### config.mk
export PLATFORM = sky130hd
export DESIGN_NAME = superbank_mapper
export DESIGN_NICKNAME = d
export VERILOG_FILES = /design/src/rtl/sb_pkg.sv /design/src/rtl/sb_wr_qual.sv /design/src/rtl/sb_cfg_latch.sv /design/src/rtl/sb_block_map.sv /design/src/rtl/superbank_mapper.sv
export SDC_FILE = /design/constraint.sdc
export NUM_CORES = 1
export LEC_CHECK = 0
export BUFFER_PORTS_ARGS = -buffer_cell sky130_fd_sc_hd__buf_2
export CAP_MARGIN = 30
export CORE_AREA = 2 2 39 41
export CTS_CLUSTER_DIAMETER = 40
export DETAILED_ROUTE_END_ITERATION = 10
export DIE_AREA = 0 0 41 43
export SLEW_MARGIN = 25
export SYNTH_ARGS = -nofsm -noshare
export SYNTH_HDL_FRONTEND = slang
export SYNTH_SLANG_ARGS = --single-unit
### constraint.sdc
create_clock -name clk_i -period 1.2 [get_ports clk_i]
set_input_delay 0.24 -clock clk_i [delete_from_list [all_inputs] [get_ports clk_i]]
set_output_delay 0.24 -clock clk_i [all_outputs]
set_load 0.02 [all_outputs]
### src/rtl/sb_pkg.sv
package sb_pkg;
  typedef enum logic [1:0] {
    MODE_BASE   = 2'b00,
    MODE_PAIR_A = 2'b01,
    MODE_PAIR_B = 2'b10,
    MODE_ALT    = 2'b11
  } sb_mode_e;
endpackage

### src/rtl/sb_wr_qual.sv
module sb_wr_qual (
  input  logic sel_i,
  input  logic rw_i,
  output logic wr_en_o
);
  assign wr_en_o = sel_i & ~rw_i;
endmodule

### src/rtl/sb_cfg_latch.sv
module sb_cfg_latch
  import sb_pkg::*;
#(
  parameter int DATA_W    = 8,
  parameter int MODE_LSB  = 4,
  parameter int SPARE_LSB = 6,
  parameter int FIELD_W   = 2
) (
  input  logic                clk_i,
  input  logic                rst_ni,
  input  logic [DATA_W-1:0]   data_i,
  input  logic                wr_en_i,
  output sb_mode_e            mode_o,
  output logic [FIELD_W-1:0]  spare_o
);
  sb_mode_e            mode_q;
  logic [FIELD_W-1:0]  spare_q;

  always_ff @(posedge clk_i or negedge rst_ni) begin
    if (!rst_ni) begin
      mode_q  <= MODE_BASE;
      spare_q <= '0;
    end else if (wr_en_i) begin
      mode_q  <= sb_mode_e'(data_i[MODE_LSB +: FIELD_W]);
      spare_q <= data_i[SPARE_LSB +: FIELD_W];
    end
  end

  assign mode_o  = mode_q;
  assign spare_o = spare_q;
endmodule

### src/rtl/sb_block_map.sv
module sb_block_map
  import sb_pkg::*;
#(
  parameter int LBLK_W  = 2,
  parameter bit REDUCED = 1'b0,
  localparam int PBLK_W = LBLK_W + 1
) (
  input  sb_mode_e             mode_i,
  input  logic [LBLK_W-1:0]    lblk_i,
  output logic [PBLK_W-1:0]    pblk_o
);
  localparam logic [LBLK_W-1:0] MSB_MASK = 1 << (LBLK_W - 1);

  logic upper;
  assign upper = lblk_i[LBLK_W-1];

  generate
    if (REDUCED) begin : g_reduced
      // no added RAM: alternate mode exchanges lower and upper halves
      always_comb begin
        if (mode_i == MODE_ALT) pblk_o = {1'b0, lblk_i ^ MSB_MASK};
        else                    pblk_o = {1'b0, lblk_i};
      end
    end else begin : g_full
      always_comb begin
        unique case (mode_i)
          MODE_BASE:   pblk_o = {1'b0, lblk_i};
          MODE_PAIR_A: pblk_o = upper ? {1'b1, lblk_i & ~MSB_MASK} : {1'b0, lblk_i};
          MODE_PAIR_B: pblk_o = {upper, lblk_i};
          MODE_ALT:    pblk_o = {1'b1, lblk_i};
          default:     pblk_o = {1'b0, lblk_i};
        endcase
      end
    end
  endgenerate
endmodule

### src/rtl/superbank_mapper.sv
module superbank_mapper
  import sb_pkg::*;
#(
  parameter int DATA_W    = 8,
  parameter int MODE_LSB  = 4,
  parameter int SPARE_LSB = 6,
  parameter int LBLK_W    = 2,
  parameter bit REDUCED   = 1'b0
) (
  input  logic              clk_i,
  input  logic              rst_ni,
  input  logic [DATA_W-1:0] data_i,
  input  logic              rw_i,
  input  logic              cfg_sel_i,
  input  logic [LBLK_W-1:0] lblk_i,
  output logic [LBLK_W:0]   pblk_o,
  output logic [1:0]        mode_o,
  output logic [1:0]        spare_o
);
  sb_mode_e mode_q;
  logic     wr_en;

  sb_wr_qual u_wr_qual (
    .sel_i   (cfg_sel_i),
    .rw_i    (rw_i),
    .wr_en_o (wr_en)
  );

  sb_cfg_latch #(
    .DATA_W    (DATA_W),
    .MODE_LSB  (MODE_LSB),
    .SPARE_LSB (SPARE_LSB),
    .FIELD_W   (2)
  ) u_cfg_latch (
    .clk_i   (clk_i),
    .rst_ni  (rst_ni),
    .data_i  (data_i),
    .wr_en_i (wr_en),
    .mode_o  (mode_q),
    .spare_o (spare_o)
  );

  sb_block_map #(
    .LBLK_W  (LBLK_W),
    .REDUCED (REDUCED)
  ) u_block_map (
    .mode_i (mode_q),
    .lblk_i (lblk_i),
    .pblk_o (pblk_o)
  );

  assign mode_o = mode_q;
endmodule

# ---- Word-level counts from Yosys, hierarchy flattened
# Index checks and enable logic that the tools add are counted.
dict set report word_totals {
  in_bits 14
  ff_bits 4
  output_inout_bits 7
}
dict set report classes {
  n_reduce_logical 1
  bitwise 2
  eq_ne 3
  muxes 2
}
# op count
set op_table {}
lappend op_table {{$pmux W3 S4} 1}
lappend op_table {{$eq A2 B2 Y1 const B} 2}
lappend op_table {{$mux W3} 1}
lappend op_table {{$eq A2 B1 Y1 const B} 1}
lappend op_table {{$logic_not A2 Y1} 1}
lappend op_table {{$and A1 B1 Y1} 1}
lappend op_table {{$not A1 Y1} 1}

# ---- Depth between registers and ports, before layout
# Gate-level depths: netlist of run 1.
dict set report logic_depth {
  ltp_word 2
  ltp_mapped 2
  depth_no_buf 2
}

# ---- Hierarchy
# A second synthesis of run 1 with hierarchy kept.
dict set report unflattened {
  cells_unflattened 13
  area_unflattened_um2 188.9
}
# mod instances area_each_um2 cells_each
set modules_own_cells {}
lappend modules_own_cells {sb_cfg_latch 1 145.1 8}
lappend modules_own_cells {sb_block_map 1 30.0 4}
lappend modules_own_cells {sb_wr_qual 1 13.8 1}

# ---- Least setup slack after synthesis of run 1
# No wires, ideal clock.
dict set report synth_timing {
  path_type {flip-flop to output port}
  startpoint {register u_cfg_latch.mode_q[1] (netlist: u_cfg_latch.mode_o[1])}
  endpoint {output pblk_o[1]}
  path_stages_with_launch 3
  n_path_buf 0
  path_slack_ps -60
  arrival_time_ps 1020
  required_ps 960
  path_cell_list {dfrtp_1 inv_1 a21boi_0}
}
dict set report synth_via {
  elab_chain_len 2
  word_cells_on_any_way 5
  cone_classes {3 x eq/ne; 1 x mux; 1 x reduce/logical}
}
# element line_no
set synth_rtl {}
lappend synth_rtl {{start: declaration} sb_cfg_latch.sv:16} ;# sb_mode_e mode_q;
lappend synth_rtl {{start signal: assignment} sb_cfg_latch.sv:24} ;# mode_q <= sb_mode_e'(data_i[MODE_LSB +: FIELD_W]);
lappend synth_rtl {{$eq A2 B2 Y1 (tied with other cells)} sb_block_map.sv:26} ;# unique case (mode_i)
lappend synth_rtl {{$pmux W3 S4 (*)} sb_block_map.sv:26}
lappend synth_rtl {{end: declaration} superbank_mapper.sv:16} ;# output logic [LBLK_W:0] pblk_o,
# Mark *: on every way between the ends. The rest lies on a longest branch, timed or not.

# ---- Worst setup path after layout of run 1
dict set report layout_timing {
  startpoint {register u_cfg_latch.mode_q[0] (netlist: u_cfg_latch.mode_o[0])}
  endpoint {output pblk_o[2]}
}
# Same word-level chain as after synthesis.

==> flow_summary.html, run 1 <==
<table>
<tr><th>Metric</th><th>Value</th></tr>
<tr><th colspan="2">Die</th></tr>
<tr><td>Area of the die</td><td>1760 sq um</td></tr>
<tr><td>DIE WIDTH</td><td>around 40 microns</td></tr>
<tr><td>Die span in y</td><td>about 43 microns</td></tr>
<tr><td>I/O pin cnt</td><td>21</td></tr>
<tr><td>Initial standard-cell utilization of the core</td><td>14.6%</td></tr>
<tr><td>Placement Rows</td><td>14</td></tr>
<tr><td>Floorplan core area</td><td>1380 sq um</td></tr>
<tr><th colspan="2">Synthesis</th></tr>
<tr><td>#FFs+latches synth</td><td>4</td></tr>
<tr><td>Proportion of netlist area held by the largest area contributor</td><td>around half</td></tr>
<tr><td>Post-synthesis compound-gate area fraction</td><td>3.70%</td></tr>
<tr><td>Top cells by area, synth</td><td>sky130_fd_sc_hd__dfrtp_1 49%, sky130_fd_sc_hd__mux2_4 30%, sky130_fd_sc_hd__nor2b_4 6.8%, sky130_fd_sc_hd__maj3_1 4.9%, sky130_fd_sc_hd__a21boi_0 3.7%</td></tr>
<tr><td>Largest family of logic cells by synthesized area</td><td>multiplexers</td></tr>
<tr><td>Most used DFF post-synth</td><td>sky130_fd_sc_hd__dfrtp_1</td></tr>
<tr><td>Xor and xnor fraction of the mapped netlist area</td><td>0%</td></tr>
<tr><td>Synthesized instance count</td><td>13</td></tr>
<tr><td>Proportion of register bits with asynchronous set or reset after synthesis</td><td>100%</td></tr>
<tr><td>Post-synth top area cell</td><td>sky130_fd_sc_hd__dfrtp_1</td></tr>
<tr><td>Total of warnings raised by yosys</td><td>0</td></tr>
<tr><td>Top cells by count, synth</td><td>4 x sky130_fd_sc_hd__dfrtp_1, 4 x sky130_fd_sc_hd__mux2_4</td></tr>
<tr><td>Area share of fa/ha/maj cells after synthesis</td><td>4.94%</td></tr>
<tr><td>Area of the mapped netlist</td><td>203 sq um</td></tr>
<tr><td>Simple-gate share of the synthesized area</td><td>roughly 6.8%</td></tr>
<tr><td>Average instance area after synthesis</td><td>15.6 sq um</td></tr>
<tr><td>Post-Synthesis Net Count</td><td>27</td></tr>
<tr><td>Seq/Total Area, Yosys</td><td>49.4%</td></tr>
<tr><td>Cell variety after synth</td><td>7</td></tr>
<tr><td>Multiplexer area fraction after synthesis</td><td>29.6%</td></tr>
<tr><td>Number of flops mapped to enable cells by yosys</td><td>0</td></tr>
<tr><th colspan="2">Routing</th></tr>
<tr><td>Residual DRC count</td><td>0</td></tr>
<tr><td>First-iteration detailed-routing DRC count</td><td>1</td></tr>
<tr><td>Vias/cell</td><td>3.44</td></tr>
<tr><td>Detailed-router iteration count before antenna repair</td><td>2</td></tr>
<tr><td>WL final</td><td>between 400 and 500 microns</td></tr>
<tr><td>Wire per inst</td><td>9.19 microns</td></tr>
<tr><td>Total vias in the final route</td><td>165</td></tr>
<tr><td>Antenna Violating Nets Remaining</td><td>0</td></tr>
<tr><th colspan="2">Timing</th></tr>
<tr><td>Worst-case headroom to the max-slew limit</td><td>around 90%</td></tr>
<tr><td>Achievable clock frequency</td><td>0.778 GHz</td></tr>
<tr><td>Worst-margin pin slew</td><td>about 160 ps</td></tr>
<tr><td>Worst clock skew on the final layout</td><td>0 ps</td></tr>
<tr><td>Portion of the clock cycle consumed by the worst path in the final layout</td><td>107%</td></tr>
<tr><td>Endpoints failing hold</td><td>0</td></tr>
<tr><td>Final number of setup-violating endpoints</td><td>2</td></tr>
<tr><td>Clock period minus worst slack</td><td>roughly 1300 ps</td></tr>
<tr><td>Unrepaired setup endpoints after global routing</td><td>yes</td></tr>
<tr><td>Max Slew Vio Count</td><td>0</td></tr>
<tr><td>Min setup slack post-route</td><td>-85.4 ps</td></tr>
<tr><th colspan="2">Pwr</th></tr>
<tr><td>Power density relative to cell area</td><td>1430 nW/um^2</td></tr>
<tr><td>Static Leak</td><td>~0.18 nW</td></tr>
<tr><td>Worst-case vdd ir drop</td><td>roughly 0.31 mV</td></tr>
<tr><th colspan="2">Global route</th></tr>
<tr><td>Fraction of met1 tracks used by global routing</td><td>between 8 and 9%</td></tr>
<tr><td>Met2 layer usage reported by global route</td><td>4.06%</td></tr>
<tr><td>Met3 usage in global routing</td><td>under 10%</td></tr>
<tr><td>Remaining global-route overflow</td><td>0</td></tr>
<tr><td>Antenna violations before repair</td><td>0</td></tr>
<tr><td>First-pass GRT wire length</td><td>roughly 560 microns</td></tr>
<tr><td>Combined global-route utilization of all metal layers</td><td>6.06%</td></tr>
<tr><td>Number of global-route vias before repair</td><td>133</td></tr>
<tr><td>Pin count of the biggest net entering global routing</td><td>5</td></tr>
<tr><td>Gr busiest metal</td><td>met4</td></tr>
<tr><th colspan="2">CTS</th></tr>
<tr><td>Num CTS Buffers</td><td>3</td></tr>
<tr><td>Clock transition time at the flip-flop clock pins of the worst setup and hold paths</td><td>40 ps</td></tr>
<tr><td>Clk buf depth</td><td>2</td></tr>
<tr><td>Number of H-tree levels</td><td>1</td></tr>
<tr><td>Clock network latency to the later pin of the worst-skew pair</td><td>about 230 ps</td></tr>
<tr><td>Clock tree from TritonCTS</td><td>yes</td></tr>
<tr><td>Clock root buffer</td><td>sky130_fd_sc_hd__clkbuf_4</td></tr>
<tr><td>Number of post-CTS setup repair buffers</td><td>0</td></tr>
<tr><td>Number of sinks driven by the clock tree</td><td>4</td></tr>
<tr><th colspan="2">Hold path</th></tr>
<tr><td>Hold WC Path Type</td><td>primary input to flop</td></tr>
<tr><th colspan="2">Critical path</th></tr>
<tr><td>Cell Chain, Critical Path</td><td>maj3_2 &gt; buf_6</td></tr>
<tr><td>Sort of element at the start of the critical path</td><td>flop</td></tr>
<tr><td>Setup Crit Path Kind</td><td>flop to primary output</td></tr>
<tr><td>Register-to-Register Setup Slack</td><td>310 ps</td></tr>
<tr><td>Max stage delay cell, worst path</td><td>sky130_fd_sc_hd__dfrtp_1</td></tr>
<tr><td>Category of cells accounting for the largest share of critical-path delay</td><td>flip-flops</td></tr>
<tr><td>Critical Path End Type</td><td>primary output</td></tr>
<tr><td>Crit path required time</td><td>approximately 960 ps</td></tr>
<tr><td>CP arrival</td><td>1050 ps</td></tr>
<tr><td>Slowest stage delay, CP</td><td>around 370 ps</td></tr>
<tr><td>CP bufs+invs</td><td>1</td></tr>
<tr><td>Crit path max fanout</td><td>2</td></tr>
<tr><th colspan="2">Final layout</th></tr>
<tr><td>Number of nets at the end of the flow</td><td>48</td></tr>
<tr><td>Number of non-filler instances in the completed layout</td><td>48</td></tr>
<tr><td>Layout cells sized above 1</td><td>81.3%</td></tr>
<tr><td>Diodes inserted</td><td>0</td></tr>
<tr><td>Fill cell instance count of the final layout</td><td>147</td></tr>
<tr><td>Final instance area</td><td>roughly 350 sq um</td></tr>
<tr><td>Area growth from synthesis to layout</td><td>72.8%</td></tr>
<tr><th colspan="2">Job</th></tr>
<tr><td>Max-cap viol count</td><td>0</td></tr>
<tr><th colspan="2">Place</th></tr>
<tr><td>Final weighted congestion in routability-driven placement</td><td>0.643</td></tr>
<tr><td>Cell Count Post-Placement</td><td>44</td></tr>
<tr><td>Quantity of I/O buffers inserted on ports</td><td>14</td></tr>
<tr><td>Place WS</td><td>95.3 ps</td></tr>
<tr><td>Placed Instance Area</td><td>300 sq um</td></tr>
<tr><th colspan="2">Run status</th></tr>
<tr><td>Result of the run</td><td>finished, violations left</td></tr>
<tr><td>Violations in the final reports</td><td>setup timing</td></tr>
</table>
## path summary, 6_finish.rpt
kind,cells after the start,from,endpoint
worst max register to register,2,u_cfg_latch.mode_o[0],u_cfg_latch.mode_o[0]
min in group asynchronous,2,rst_ni,u_cfg_latch.mode_o[1]
worst min register to register,1,u_cfg_latch.spare_o[0],u_cfg_latch.spare_o[0]
max in group asynchronous,2,rst_ni,u_cfg_latch.spare_o[0]
worst max-delay path,2,u_cfg_latch.mode_o[0],pblk_o[2]
worst min-delay path,2,data_i[5],u_cfg_latch.mode_o[1]
## power by group
| part | leakage, nW | total, mW | internal (mW) | switching, mW |
|---|---|---|---|---|
| logic | 0.122 | 0.173 | 0.0935 | 0.0790 |
| clock network | 0.0138 | 0.163 | 0.112 | 0.0515 |
| registers | 0.0469 | 0.167 | 0.156 | 0.0110 |
| total | 0.183 | 0.503 | 0.361 | 0.142 |
## state kept, by name, indices dropped and copies added (netlist names)
signal               count
u_cfg_latch.spare_o      2
u_cfg_latch.mode_o       2
## cell usage in the layout, fill, tap and decap left out
cell	instances
sky130_fd_sc_hd__clkbuf_4	3
sky130_fd_sc_hd__buf_6	2
sky130_fd_sc_hd__dfrtp_1	4
sky130_fd_sc_hd__buf_4	2
sky130_fd_sc_hd__nor2b_4	1
sky130_fd_sc_hd__mux2_4	4
sky130_fd_sc_hd__buf_2	12
sky130_fd_sc_hd__a21boi_2	1
sky130_fd_sc_hd__inv_1	1
sky130_fd_sc_hd__maj3_2	1
sky130_fd_sc_hd__dlygate4sd3_1	1
## routing by layer
layer  routed length (microns)  up-vias
met1                       223       59
li1                          -       85
met2                       117       19
met5                         0        -
met3                        85        2
met4                        15        0
## cells by family after synthesis
kind of cell / after synthesis
muxes: 4
DFF: 4
buffers and inverters: 2
AOI/OAI and AO/OA: 1
adders and majority gates: 1
and+or+nand+nor: 1
## final cells by class
cell class / instances / area (sq um) / share of cell area [%]
Multi-Input combinational cell: 7 / 96.3 / 27.5
Inverter: 1 / 3.75 / 1.07
Sequential cell: 4 / 100 / 28.6
Clock buffer: 3 / 22.5 / 6.43
Tap cell: 16 / 20.0 / 5.71
Timing Repair Buffer: 17 / 108 / 30.7
## per-stage QoR
stage | power (mW) | utilization (%) | hold slack [ps] | TNS [ps]
2_1_floorplan | 0.260 | - | -55.6 | 0
5_1_grt | 0.530 | 25.3 | 231 | -235
6_report | 0.503 | 25.3 | 238 | -120
3_5_place_dp | 0.323 | 21.7 | 47.2 | 0
3_3_place_gp | 0.322 | 21.7 | 43.9 | 0
4_1_cts | 0.517 | 25.3 | 229 | -153
## what timing repair did
item | 4_1_cts | 5_1_grt
resized for setup | 6 | 0
setup endpoints to repair | 2 | 2
pin swaps | 2 | 0
hold buffers | 1 | 0
endpoints found under the hold margin | 4 | 0
Power figures use the tool's default switching activity.
==> run 2: changes to the inputs <==
Settings changed: REMOVE_ABC_BUFFERS set to 1, TNS_END_PERCENT set to 50.
Clock period 1.2 ns to 1.45 ns, I/O delays scaled along.
==> flow_summary.html, run 2 (synthesis gave the netlist of run 1 again) <==
<table>
<tr><th>Metric</th><th>Value</th></tr>
<tr><th colspan="2">Run status</th></tr>
<tr><td>Result of the run</td><td>finished clean</td></tr>
<tr><th colspan="2">Place</th></tr>
<tr><td>Final weighted congestion in routability-driven placement</td><td>about 0.67</td></tr>
<tr><td>Quantity of I/O buffers inserted on ports</td><td>14</td></tr>
<tr><th colspan="2">Final layout</th></tr>
<tr><td>Commonest non-fill, non-tap cell in the layout</td><td>sky130_fd_sc_hd__buf_2</td></tr>
<tr><td>Final Util</td><td>23.8%</td></tr>
<tr><td>Layout cells sized above 1</td><td>77.4%</td></tr>
<tr><td>Multi-input gate area in the final layout</td><td>92.6 sq um</td></tr>
<tr><td>Fill cell instance count of the final layout</td><td>162</td></tr>
<tr><td>FF/Latch Area</td><td>100 sq um</td></tr>
<tr><td>Most used cells in the layout excluding fill and tap cells</td><td>13 x sky130_fd_sc_hd__buf_2, 4 x sky130_fd_sc_hd__mux2_4, 4 x sky130_fd_sc_hd__dfrtp_1, 3 x sky130_fd_sc_hd__clkbuf_4, 2 x sky130_fd_sc_hd__buf_4</td></tr>
<tr><td>Area growth from synthesis to layout</td><td>62.3%</td></tr>
<tr><td>Number of nets at the end of the flow</td><td>between 40 and 50</td></tr>
<tr><td>Diodes inserted</td><td>0</td></tr>
<tr><th colspan="2">Die</th></tr>
<tr><td>Placement Rows</td><td>14</td></tr>
<tr><td>Initial standard-cell utilization of the core</td><td>14.6%</td></tr>
<tr><td>Area of the die</td><td>1760 sq um</td></tr>
<tr><td>DIE WIDTH</td><td>41 microns</td></tr>
<tr><td>Floorplan core area</td><td>around 1400 sq um</td></tr>
<tr><td>I/O pin cnt</td><td>21</td></tr>
<tr><td>Die span in y</td><td>~43 microns</td></tr>
<tr><th colspan="2">Critical path</th></tr>
<tr><td>Number of logic stages on the critical path including buffering</td><td>2</td></tr>
<tr><td>Worst-case reg-to-reg path depth</td><td>2</td></tr>
<tr><td>Critical register-to-register path startpoint</td><td>u_cfg_latch.mode_o[1]</td></tr>
<tr><td>CP bufs+invs</td><td>1</td></tr>
<tr><td>Slowest stage delay, CP</td><td>390 ps</td></tr>
<tr><td>Sort of element at the start of the critical path</td><td>flop</td></tr>
<tr><td>Register-to-Register Setup Slack</td><td>540 ps</td></tr>
<tr><td>CP arrival</td><td>1090 ps</td></tr>
<tr><td>Crit path required time</td><td>1160 ps</td></tr>
<tr><td>Category of cells accounting for the largest share of critical-path delay</td><td>flip-flops</td></tr>
<tr><td>Critical Path End Type</td><td>primary output</td></tr>
<tr><td>R2R Path End</td><td>u_cfg_latch.mode_o[1]</td></tr>
<tr><td>Max stage delay cell, worst path</td><td>sky130_fd_sc_hd__dfrtp_1</td></tr>
<tr><td>Setup Crit Path Kind</td><td>flop to primary output</td></tr>
<tr><td>Crit path max fanout</td><td>4</td></tr>
<tr><td>Cell Chain, Critical Path</td><td>maj3_2 &gt; buf_4</td></tr>
<tr><th colspan="2">Pwr</th></tr>
<tr><td>P_sw</td><td>0.111 mW</td></tr>
<tr><td>Static Leak</td><td>0.174 nW</td></tr>
<tr><td>Worst-case vdd ir drop</td><td>0.276 mV</td></tr>
<tr><td>Cell internal pwr</td><td>about 0.29 mW</td></tr>
<tr><td>Part of the power in combinational logic</td><td>30.5%</td></tr>
<tr><td>Power density relative to cell area</td><td>1200 nW/um^2</td></tr>
<tr><td>Share of power burned in registers</td><td>35.9%</td></tr>
<tr><td>Switching Share</td><td>28.0%</td></tr>
<tr><td>Clk pwr share</td><td>33.6%</td></tr>
<tr><th colspan="2">Global route</th></tr>
<tr><td>Antenna violations before repair</td><td>0</td></tr>
<tr><td>First-pass GRT wire length</td><td>between 500 and 600 microns</td></tr>
<tr><td>Combined global-route utilization of all metal layers</td><td>5.65%</td></tr>
<tr><td>Number of global-route vias before repair</td><td>156</td></tr>
<tr><td>Pin count of the biggest net entering global routing</td><td>5</td></tr>
<tr><td>Remaining global-route overflow</td><td>0</td></tr>
<tr><th colspan="2">Timing</th></tr>
<tr><td>Worst-margin pin slew</td><td>167 ps</td></tr>
<tr><td>Endpoints failing hold</td><td>0</td></tr>
<tr><td>Max Slew Vio Count</td><td>0</td></tr>
<tr><td>Portion of the clock cycle consumed by the worst path in the final layout</td><td>94.8%</td></tr>
<tr><td>Worst clock skew on the final layout</td><td>0 ps</td></tr>
<tr><td>Clock period minus worst slack</td><td>about 1400 ps</td></tr>
<tr><td>Final number of setup-violating endpoints</td><td>0</td></tr>
<tr><td>Unrepaired setup endpoints after global routing</td><td>no</td></tr>
<tr><td>Worst-case headroom to the max-slew limit</td><td>88.8%</td></tr>
<tr><td>Accumulated negative setup slack</td><td>0 ps</td></tr>
<tr><td>Achievable clock frequency</td><td>0.727 GHz</td></tr>
<tr><th colspan="2">Hold path</th></tr>
<tr><td>Instance count along the most critical hold path</td><td>2</td></tr>
<tr><td>Hold WC Path Type</td><td>primary input to flop</td></tr>
<tr><td>Worst Hold Path EP</td><td>u_cfg_latch.spare_o[1]</td></tr>
<tr><td>Min-Delay Startpoint</td><td>data_i[7]</td></tr>
<tr><th colspan="2">Routing</th></tr>
<tr><td>Total vias in the final route</td><td>158</td></tr>
<tr><td>First-iteration detailed-routing DRC count</td><td>0</td></tr>
<tr><td>Wire per inst</td><td>9.36 microns</td></tr>
<tr><td>WL final</td><td>440 microns</td></tr>
<tr><td>Vias/cell</td><td>3.36</td></tr>
<tr><td>Residual DRC count</td><td>0</td></tr>
<tr><td>Detailed-router iteration count before antenna repair</td><td>1</td></tr>
<tr><td>Antenna Violating Nets Remaining</td><td>0</td></tr>
<tr><th colspan="2">Job</th></tr>
<tr><td>Max-cap viol count</td><td>0</td></tr>
<tr><th colspan="2">CTS</th></tr>
<tr><td>Clock network latency to the later pin of the worst-skew pair</td><td>230 ps</td></tr>
<tr><td>Num CTS Buffers</td><td>3</td></tr>
<tr><td>Clock tree from TritonCTS</td><td>yes</td></tr>
<tr><td>Clk buf depth</td><td>2</td></tr>
<tr><td>Number of sinks driven by the clock tree</td><td>4</td></tr>
<tr><td>Clock transition time at the flip-flop clock pins of the worst setup and hold paths</td><td>40 ps</td></tr>
<tr><td>Number of H-tree levels</td><td>1</td></tr>
<tr><td>Clock root buffer</td><td>sky130_fd_sc_hd__clkbuf_4</td></tr>
</table>
run 2: cell count changes in the layout (fill, tap and decap cells not counted), sizes merged:
cell | previous run | this run
buf | 16 | 15
run 2: cell type report:
| type | instances | share of cell area (%) |
|---|---|---|
| sequential | 4 | 30.4 |
| multi-input combinational | 7 | 28.1 |
| timing repair buffer | 16 | 27.4 |
| clock buffer | 3 | 6.84 |
| tap | 16 | 6.08 |
| inverter | 1 | 1.14 |
run 2: power by group through the flow:
stage / clock [mW] / combinational (mW) / sequential (mW)
after global routing: 0.146 / 0.129 / 0.145
after global placement: 0 / 0.108 / 0.144
after floorplan: 0 / 0.0483 / 0.162
after CTS: 0.143 / 0.112 / 0.143
after detailed placement: 0 / 0.110 / 0.145
final: 0.133 / 0.121 / 0.142
run 2: how the worst max path moves through the flow:
stage / endpoint / slack (ps) / start
floorplan: pblk_o[1] / 140 / u_cfg_latch.mode_o[1]
detailed placement: pblk_o[2] / 260 / u_cfg_latch.mode_o[1]
global route: pblk_o[2] / 30 / u_cfg_latch.mode_o[1]
finish: pblk_o[2] / 70 / u_cfg_latch.mode_o[1]
global placement: pblk_o[2] / 260 / u_cfg_latch.mode_o[1]
CTS: pblk_o[2] / 7 / u_cfg_latch.mode_o[1]
run 2: what timing repair did:
item | 4_1_cts | 5_1_grt
setup endpoints to repair | 0 | 1
hold buffers | 1 | 0
buffers inserted | 0 | 1
gates resized for setup | 0 | 2
endpoints found under the hold margin | 4 | 0
run 2: layer usage:
metal / wire length [microns] / GRT usage [%]
met1: 195 / 6.86
met2: 154 / 5.31
met3: 90 / 3.14
met4: 0 / 8.00
met5: 0 / 0
run 2: through the flow:
| step | worst slack (ps) | instance area, sq um | std cells | hold slack [ps] | total power, mW |
|---|---|---|---|---|---|
| after floorplan | 140 | 195 | 12 | -5.59 | 0.211 |
| after global placement | 262 | 285 | 42 | 93.2 | 0.252 |
| after detailed placement | 261 | 285 | 42 | 94.6 | 0.255 |
| after CTS | 7.43 | 318 | 46 | 279 | 0.399 |
| after global routing | 32.6 | 329 | 47 | 281 | 0.420 |
| final | 74.7 | 329 | 47 | 290 | 0.396 |
